$ cat src/rtl/bsc_pkg.sv
package bsc_pkg;

    typedef enum logic [0:0] {
        KIND_IO      = 1'b0,
        KIND_CLK_CAP = 1'b1
    } cell_kind_e;

    // value and enable toward the pad, also the shape of the update stage
    typedef struct packed {
        logic oe;
        logic val;
    } drive_t;

    localparam int unsigned IO_CHAIN_LEN  = 3;
    localparam int unsigned CLK_CHAIN_LEN = 1;

    // chain positions, counted from scan_in
    localparam int unsigned POS_CTL  = 0;
    localparam int unsigned POS_DAT  = 1;
    localparam int unsigned POS_STAT = 2;

    function automatic int unsigned chain_len(cell_kind_e k);
        return (k == KIND_IO) ? IO_CHAIN_LEN : CLK_CHAIN_LEN;
    endfunction

    function automatic drive_t pick_drive(logic test_mode, drive_t core,
                                          drive_t latched, logic flip);
        drive_t d;
        if (test_mode) begin
            d.oe  = latched.oe;
            d.val = latched.val ^ flip;
        end else begin
            d = core;
        end
        return d;
    endfunction

endpackage

$ cat src/rtl/bsc_scan_reg.sv
module bsc_scan_reg #(
    parameter int unsigned N = 3
) (
    input  logic         clk,
    input  logic         rst,
    input  logic         shift_en,
    input  logic         capture_en,
    input  logic         si,
    input  logic [N-1:0] cap_d,
    output logic [N-1:0] q
);

    // shift has priority over capture
    always_ff @(posedge clk) begin
        if (rst) begin
            q <= '0;
        end else if (shift_en) begin
            q[0] <= si;
            for (int i = 1; i < int'(N); i++) begin
                q[i] <= q[i-1];
            end
        end else if (capture_en) begin
            q <= cap_d;
        end
    end

endmodule

$ cat src/rtl/bsc_update_latch.sv
module bsc_update_latch
    import bsc_pkg::*;
(
    input  logic   clk,
    input  logic   rst,
    input  logic   load,
    input  drive_t d,
    output drive_t q
);

    // update stage acts on the falling edge, half a cycle after shift/capture
    always_ff @(negedge clk) begin
        if (rst) begin
            q <= '0;
        end else if (load) begin
            q <= d;
        end
    end

endmodule

$ cat src/rtl/bsc_unstress.sv
module bsc_unstress (
    input  logic clk,
    input  logic rst,
    input  logic arm,
    input  logic drv_oe,
    input  logic drv_val,
    input  logic sense,
    input  logic clear,
    output logic flag
);

    logic mism;

    assign mism = arm & drv_oe & (drv_val ^ sense);

    // a live mismatch outranks the clear that a capture requests
    always_ff @(posedge clk) begin
        if (rst) begin
            flag <= 1'b0;
        end else if (mism) begin
            flag <= 1'b1;
        end else if (clear) begin
            flag <= 1'b0;
        end
    end

endmodule

$ cat src/rtl/bsc_pad_drive.sv
module bsc_pad_drive
    import bsc_pkg::*;
(
    input  logic   test_mode,
    input  drive_t core,
    input  drive_t latched,
    input  logic   flip,
    output drive_t pad
);

    always_comb begin
        pad = pick_drive(test_mode, core, latched, flip);
    end

endmodule

$ cat src/rtl/bsc_pin_cell.sv
module bsc_pin_cell
    import bsc_pkg::*;
#(
    parameter cell_kind_e KIND = KIND_IO
) (
    input  logic tck,
    input  logic tst_rst,
    input  logic shift_dr,
    input  logic capture_dr,
    input  logic update_dr,
    input  logic mode,
    input  logic unstress_en,
    input  logic scan_in,
    output logic scan_out,
    input  logic core_dout,
    input  logic core_oe,
    output logic core_din,
    output logic pad_out,
    output logic pad_oe,
    input  logic pad_in
);

    localparam int unsigned CHAIN_LEN = chain_len(KIND);

    logic [CHAIN_LEN-1:0] chain_q;
    logic [CHAIN_LEN-1:0] chain_cap;
    drive_t               upd_q;
    logic                 flag_q;

    // input path never passes through a mux
    assign core_din = pad_in;
    assign scan_out = chain_q[CHAIN_LEN-1];

    bsc_scan_reg #(.N(CHAIN_LEN)) u_chain (
        .clk        (tck),
        .rst        (tst_rst),
        .shift_en   (shift_dr),
        .capture_en (capture_dr),
        .si         (scan_in),
        .cap_d      (chain_cap),
        .q          (chain_q)
    );

    generate
        if (KIND == KIND_IO) begin : g_io
            drive_t core_drv;
            drive_t upd_d;
            drive_t pad_drv;

            assign core_drv.oe  = core_oe;
            assign core_drv.val = core_dout;
            assign upd_d.oe     = chain_q[POS_CTL];
            assign upd_d.val    = chain_q[POS_DAT];

            assign chain_cap[POS_CTL]  = pad_oe;
            assign chain_cap[POS_DAT]  = pad_in;
            assign chain_cap[POS_STAT] = flag_q;

            bsc_update_latch u_upd (
                .clk  (tck),
                .rst  (tst_rst),
                .load (update_dr),
                .d    (upd_d),
                .q    (upd_q)
            );

            bsc_unstress u_guard (
                .clk     (tck),
                .rst     (tst_rst),
                .arm     (mode & unstress_en),
                .drv_oe  (pad_oe),
                .drv_val (pad_out),
                .sense   (pad_in),
                .clear   (capture_dr),
                .flag    (flag_q)
            );

            bsc_pad_drive u_mux (
                .test_mode (mode),
                .core      (core_drv),
                .latched   (upd_q),
                .flip      (flag_q),
                .pad       (pad_drv)
            );

            assign pad_out = pad_drv.val;
            assign pad_oe  = pad_drv.oe;
        end else begin : g_clk
            // observe only: nothing stands in the functional clock path
            assign chain_cap = pad_in;
            assign upd_q     = '0;
            assign flag_q    = 1'b0;
            assign pad_out   = 1'b0;
            assign pad_oe    = 1'b0;
        end
    endgenerate

endmodule

$ cat config.mk
export PLATFORM = sky130hd
export DESIGN_NAME = bsc_pin_cell
export DESIGN_NICKNAME = d
export VERILOG_FILES = /design/src/rtl/bsc_pkg.sv /design/src/rtl/bsc_scan_reg.sv /design/src/rtl/bsc_update_latch.sv /design/src/rtl/bsc_unstress.sv /design/src/rtl/bsc_pad_drive.sv /design/src/rtl/bsc_pin_cell.sv
export SDC_FILE = /design/constraint.sdc
export NUM_CORES = 1
export LEC_CHECK = 0
export CAP_MARGIN = 30
export CORE_AREA = 3 3 40 42
export DETAILED_ROUTE_END_ITERATION = 8
export DIE_AREA = 0 0 43 45
export DONT_BUFFER_PORTS = 1
export GPL_ROUTABILITY_DRIVEN = 1
export MAX_ROUTING_LAYER = met4
export PLACE_DENSITY = 0.41
export SETUP_SLACK_MARGIN = 0.15
export SLEW_MARGIN = 10
export SYNTH_ARGS = -nofsm -noshare
export SYNTH_HDL_FRONTEND = slang
export SYNTH_HIERARCHICAL = 1
export SYNTH_SLANG_ARGS = --single-unit
$ cat constraint.sdc
create_clock -name tck -period 1.3 [get_ports tck]
set_clock_uncertainty 0.15 [all_clocks]
set_input_delay 0.26 -clock tck [delete_from_list [all_inputs] [get_ports tck]]
set_output_delay 0.26 -clock tck [all_outputs]
set_load 0.05 [all_outputs]
# Word-level counts from Yosys, hierarchy flattened
# Cells that the tools add are included.
dict set report op_classes {
  n_mux 5
  n_bitwise 5
  reduce_logical 2
}
# op count
set op_table {}
lappend op_table {{$mux W3} 2}
lappend op_table {{$reduce_bool A2 Y1} 2}
lappend op_table {{$and A1 B1 Y1} 3}
lappend op_table {{$mux W1} 2}
lappend op_table {{$mux W2} 1}
lappend op_table {{$xor A1 B1 Y1} 2}
dict set report totals {
  register_bits 6
  word_cells 16
  out_inout_bits 4
  input_bits 11
}

# Longest topological paths before layout
# Gate-level depths: netlist of the first run.
dict set report logic_depth {
  ltp_word 5
  ltp_mapped 4
  ltp_nobuf 4
}

# Hierarchy
# Netlist of the first run, hierarchy kept.
# mod n_inst area_each_um2 seq_area_each_um2 cells_per_inst
set by_module_without_submodules {}
lappend by_module_without_submodules {bsc_scan_reg 1 135.1 60.1 13}
lappend by_module_without_submodules {bsc_update_latch 1 71.3 40.0 7}
lappend by_module_without_submodules {bsc_unstress 1 48.8 20.0 5}
lappend by_module_without_submodules {bsc_pad_drive 1 32.5 0.0 4}
lappend by_module_without_submodules {bsc_pin_cell 1 13.8 0.0 2}

==> results of run 1 <==
==> metal layers <==
metal	routed length (um)	share of wire (%)
met5	0	0
met4	0	0
met3	118	15
met2	360	47
met1	291	38
==> stage by stage <==
stage	hold WS (ns)	setup slack [ns]	area [um2]
finish	0.0384	-0.838	485
global route	0.0287	-0.914	485
detailed placement	0.179	-0.566	397
CTS	0.0286	-0.851	473
floorplan	0.175	-0.695	323
global placement	0.179	-0.533	397
==> placed cells by master (no fill, tap or decap) <==
cell | synthesis | layout
xnor2_1 | 2 | 1
clkbuf_1 | 0 | 1
dfxtp_2 | 0 | 5
dlygate4sd3_1 | 0 | 1
xnor2_2 | 0 | 1
or3b_1 | 1 | 1
buf_12 | 0 | 2
inv_1 | 2 | 3
o31ai_1 | 1 | 1
dfxtp_1 | 6 | 1
nand2_1 | 1 | 1
nor2_1 | 3 | 3
a21oi_4 | 0 | 1
clkbuf_4 | 0 | 3
buf_6 | 0 | 2
mux2i_1 | 5 | 5
mux2_4 | 1 | 1
a211oi_1 | 3 | 3
nor2b_1 | 3 | 3
and2_1 | 1 | 1
buf_4 | 1 | 4
buf_8 | 0 | 1
==> repair_timing <==
action | CTS | global route
setup buffers | 3 | 1
endpoints found under the hold margin | 4 | 0
endpoints found under the setup margin | 7 | 7
hold buffers | 1 | 0
pin swaps | 2 | 2
gates resized for setup | 5 | 2
==> registers in the layout (all words and copies together), names as in the netlist <==
register           cells
g_io.u_upd/q           2
u_chain/q              3
g_io.u_guard/flag      1
==> final cells by class <==
cell class / count / area share, %
sequential: 6 / 26.0
multi-input combinational: 22 / 38.1
tap: 15 / 3.87
inverter: 1 / 0.773
timing repair buffer: 10 / 24.2
clock buffer: 4 / 5.41
clock inverter: 2 / 1.55
==> worst paths after layout <==
kind	from	to	slack, ns	depth (start not counted)
max	g_io.u_upd/q[0]	pad_out	-0.84	3
max reg2reg	g_io.u_upd/q[0]	g_io.u_guard/flag	-0.78	6
min	shift_dr	u_chain/q[2]	0.04	2
min reg2reg	g_io.u_upd/q[1]	g_io.u_upd/q[1]	0.33	2
==> power by group <==
part / switching (mW) / internal, mW
sequential: 0.00673 / 0.197
clock: 0.0913 / 0.125
combinational: 0.0553 / 0.0724
total: 0.153 / 0.394
==> synthesized netlist by cell type <==
library cell,instances,share of area [%]
nor2b_1,3,6.2
dfxtp_1,6,40
or3b_1,1,2.9
mux2i_1,5,17
nand2_1,1,1.2
o31ai_1,1,2.5
a21oi_1,1,1.7
a211oi_1,3,7.5
inv_1,2,2.5
and2_1,1,2.1
buf_4,1,2.5
xnor2_1,2,5.8
mux2_4,1,5.0
nor2_1,3,3.7
==> logic make-up (layout without fill, tap and decap cells) <==
family / Yosys count / after routing
buf+inv: 3 / 17
xor+xnor: 2 / 2
simple gates: 9 / 9
compound gates: 5 / 5
mux: 6 / 6
flops: 6 / 6
==> flow_summary.ini, run 1 <==
[floorplanning]
io_pins = 15
die_h_um = 45
dieArea_um2 = 1940
die_width_um = 43
initial_utilization_pct = 23.5
fp.coreArea_um2 = 1280
num_rows = 13

[logic_synthesis]
syn-cell-area_um2 = 302
synth_compound_area_share_pct = 11.6
yosysWarnings = 6
netlist_instances = 31
synth.avg_cell_area_um2 = 9.73
synth_top_family_by_area = multiplexers
syn_nets = 42
ys_seq_area_share_pct = 39.8
synth_xor_area_share_pct = 5.81
synthSimpleGateAreaFrac_pct = 16.2
ys_seq_elements = 6
synth_fa_ha_area_share_pct = 0
synth.distinct_cells = 14
synthMuxAreaShare_pct = 21.6

[global_route]
grt_start_max_net_pins = 5
grtUsageMet1_pct = 8.96
grt_pass1_vias = 295
antenna_found_initial = 0
met3_usage_pct = 6.37
met2_usage_pct = 13.8
grt_remaining_overflow = 0
grt_usage_pct = 10.1
grt_pass1_wl_um = 1260
busiest_layer = met2

[power_and_ir_drop]
finalPower_mw = 0.548
vdd_drop_max_mv = 0.428
leakagePower_nw = 0.210
p_per_area_nw_per_um2 = 1130

[drt]
drt_iter0_markers = 5
routed_wl_um = 771
wl_per_cell_um = 12.9
first_pass_iters = 2
vias_per_cell = 4.40
drc = 0
antenna_left = 0
vias = 264

[place]
place_congestion = 0.679
io_buffers = 0
placed_cells = 50

[finish]
final_core_util_pct = 37.8
nNetsFinal = 57
antenna-diode-count = 0
nFillCells = 136
seq_area_um2 = 126
multiInputGateArea_um2 = 185
drive_gt1_share_pct = 44.4
final_cells = 60
area.growth.synth_to_final_pct = 61.0

[sta]
hold_viol = 0
worst_pin_slew_ns = 0.206
setup_viol = 6
slew_viol_final = 0
setup_tns_ns = -3.12
rsz0062_at_grt = true
slew_headroom_pct = 86.2
finalWorstSetupSlack_ns = -0.838

[worst_setup_path]
criticalPathCategory = flip-flop to primary output
worst_ep_arrival_time_ns = 1.73
worstSetupEndpointType = primary output
slowest_stage = dfxtp_2
cpLargestDelayFamily = flip-flops
critPathBufInv = 1
path_cells = xnor2_2, a21oi_4, buf_12
critical-path-max-stage-delay_ns = 0.32
crit_fanout = 2
start_kind = flip-flop
worstPathRequired_ns = 0.89

[clocking]
cts-root-buf = clkbuf_4
htree_levels = 1
clkTransAtPathRegs_ns = 0.05
cts_buffer_depth = 2
cts_tree = done
cts.sinks = 6
clkLatencyLatePin_ns = 0.30
cts-buffers-inserted = 3

[worst_hold_path]
holdCritPathClass = input port to flip-flop

[job]
max_cap_violations = 0

[outcome]
violations = setup timing
outcome = complete, but fails checks
Note: power is estimated with default switching activity, not from simulation.
==> inputs of run 2 (changes only) <==
SKIP_CTS_REPAIR_TIMING = 1   (was not set)
clock period = 2.2 ns   (was 1.3 ns; I/O delays follow)
==> flow_summary.ini, run 2 (synthesis gave the netlist of run 1 again) <==
[outcome]
violations = setup timing
outcome = complete, but fails checks

[sta]
slew_headroom_pct = 66.6
slew_viol_final = 0
rsz0062_at_grt = true
worst_pin_slew_ns = 0.501
finalWorstSetupSlack_ns = -0.555
hold_ws_ns = 0.115
hold_viol = 0
setup_viol = 4

[drt]
routed_wl_um = 649
antenna_left = 0
wl_per_cell_um = 12.2
drt_iter0_markers = 4
vias_per_cell = 4.70
drc = 0
first_pass_iters = 2
vias = 249

[clocking]
clkLatencyLatePin_ns = 0.29
cts_buffer_depth = 2
cts_tree = done
cts.sinks = 6
cts-buffers-inserted = 3
htree_levels = 1
clkTransAtPathRegs_ns = 0.05
cts-root-buf = clkbuf_4

[place]
place_congestion = 0.707
placed_cells = 47
io_buffers = 0

[worst_setup_path]
worst_ep_arrival_time_ns = 2.16
slowest_stage = dfxtp_2
critical-path-max-stage-delay_ns = 0.32
worstPathRequired_ns = 1.61
path_cells = xnor2_2, a21oi_4, buf_12
crit_fanout = 2
criticalPathCategory = flip-flop to primary output
start_kind = flip-flop
worstSetupEndpointType = primary output

[finish]
reg.largest.list = u_chain/q: 3 flops, g_io.u_upd/q: 2 flops, g_io.u_guard/flag: 1 flops
final_common_cell = mux2i_1
final_core_util_pct = 31.1
antenna-diode-count = 0
drive_gt1_share_pct = 28.9
nFillCells = 138
layout_common_cells = 5 x mux2i_1, 4 x dfxtp_1
final_cells = 53
largest_reg_flops = 3
largest_register = u_chain/q
area.growth.synth_to_final_pct = 32.4
nNetsFinal = 50

[power_and_ir_drop]
vdd_drop_max_mv = 0.192
p_per_area_nw_per_um2 = 735
leakagePower_nw = 0.166

[floorplanning]
fp.coreArea_um2 = 1280
die_width_um = 43
dieArea_um2 = 1940
io_pins = 15
num_rows = 13
die_h_um = 45
initial_utilization_pct = 23.5

[global_route]
grt_start_max_net_pins = 8
grt_usage_pct = 8.40
grt_pass1_wl_um = 1080
antenna_found_initial = 0
grt_remaining_overflow = 0
grt_pass1_vias = 273

[job]
max_cap_violations = 0

[worst_hold_path]
holdCritPathClass = input port to flip-flop
## run 2: cell count changes in the layout (fill, tap and decap cells not counted), sizes merged
cell / delta
buf: -6
dlygate4sd3: -1
## run 2: through the flow
stage               total power, mW  setup TNS (ns)  area [um2]  worst slack (ns)
detailed placement            0.181          -0.660         360            -0.259
CTS                           0.298           -1.40         390            -0.572
global placement              0.181          -0.642         360            -0.248
finish                        0.293           -1.48         399            -0.555
global route                  0.320           -1.73         399            -0.630
floorplan                     0.172          -0.698         322            -0.291
## run 2: path summary, 6_finish.rpt
check | from | endpoint | slack, ns | cells past startpoint
setup / recovery | g_io.u_upd/q[0] | pad_out | -0.55 | 3
hold reg to reg | g_io.u_upd/q[1] | g_io.u_upd/q[1] | 0.33 | 2
hold / removal | tst_rst | u_chain/q[1] | 0.11 | 1
setup reg to reg | g_io.u_upd/q[0] | g_io.u_guard/flag | -0.33 | 6
## run 2: cell type report
cell class,count,area (um2),share of cell area (%)
clock inverter,2,7.51,1.88
multi-input combinational,22,185,46.4
timing repair buffer,3,35.0,8.78
tap,15,18.8,4.70
inverter,1,3.75,0.940
sequential,6,123,30.7
clock buffer,4,26.3,6.58
## run 2: layer usage
metal  routed length (um)  GRT usage [%]  vias to the layer above
met5                    0              -                        -
met4                    0           5.42                        0
met3                   88           5.58                        0
met2                  296           12.0                       12
met1                  264           8.41                      115
li1                     -              -                      122
## run 2: report_power, final
| group | internal (mW) | switching [mW] | total, mW | leakage, nW |
|---|---|---|---|---|
| registers | 0.116 | 0.00844 | 0.124 | 0.0502 |
| logic | 0.0258 | 0.0227 | 0.0485 | 0.0903 |
| clock network | 0.0737 | 0.0472 | 0.121 | 0.0256 |
## run 2: critical path: cells and delay by family (launching register included)
family / cells / cell delay, ns
xor+xnor: 1 / 0.14
buf+inv: 1 / 0.15
compound gates: 1 / 0.16
flops: 1 / 0.32
==> inputs of run 3 (changes only) <==
GPL_ROUTABILITY_DRIVEN = not set   (was 1)
==> results of run 3 <==
Final layout, timing and power as in run 2 (identical DEF).
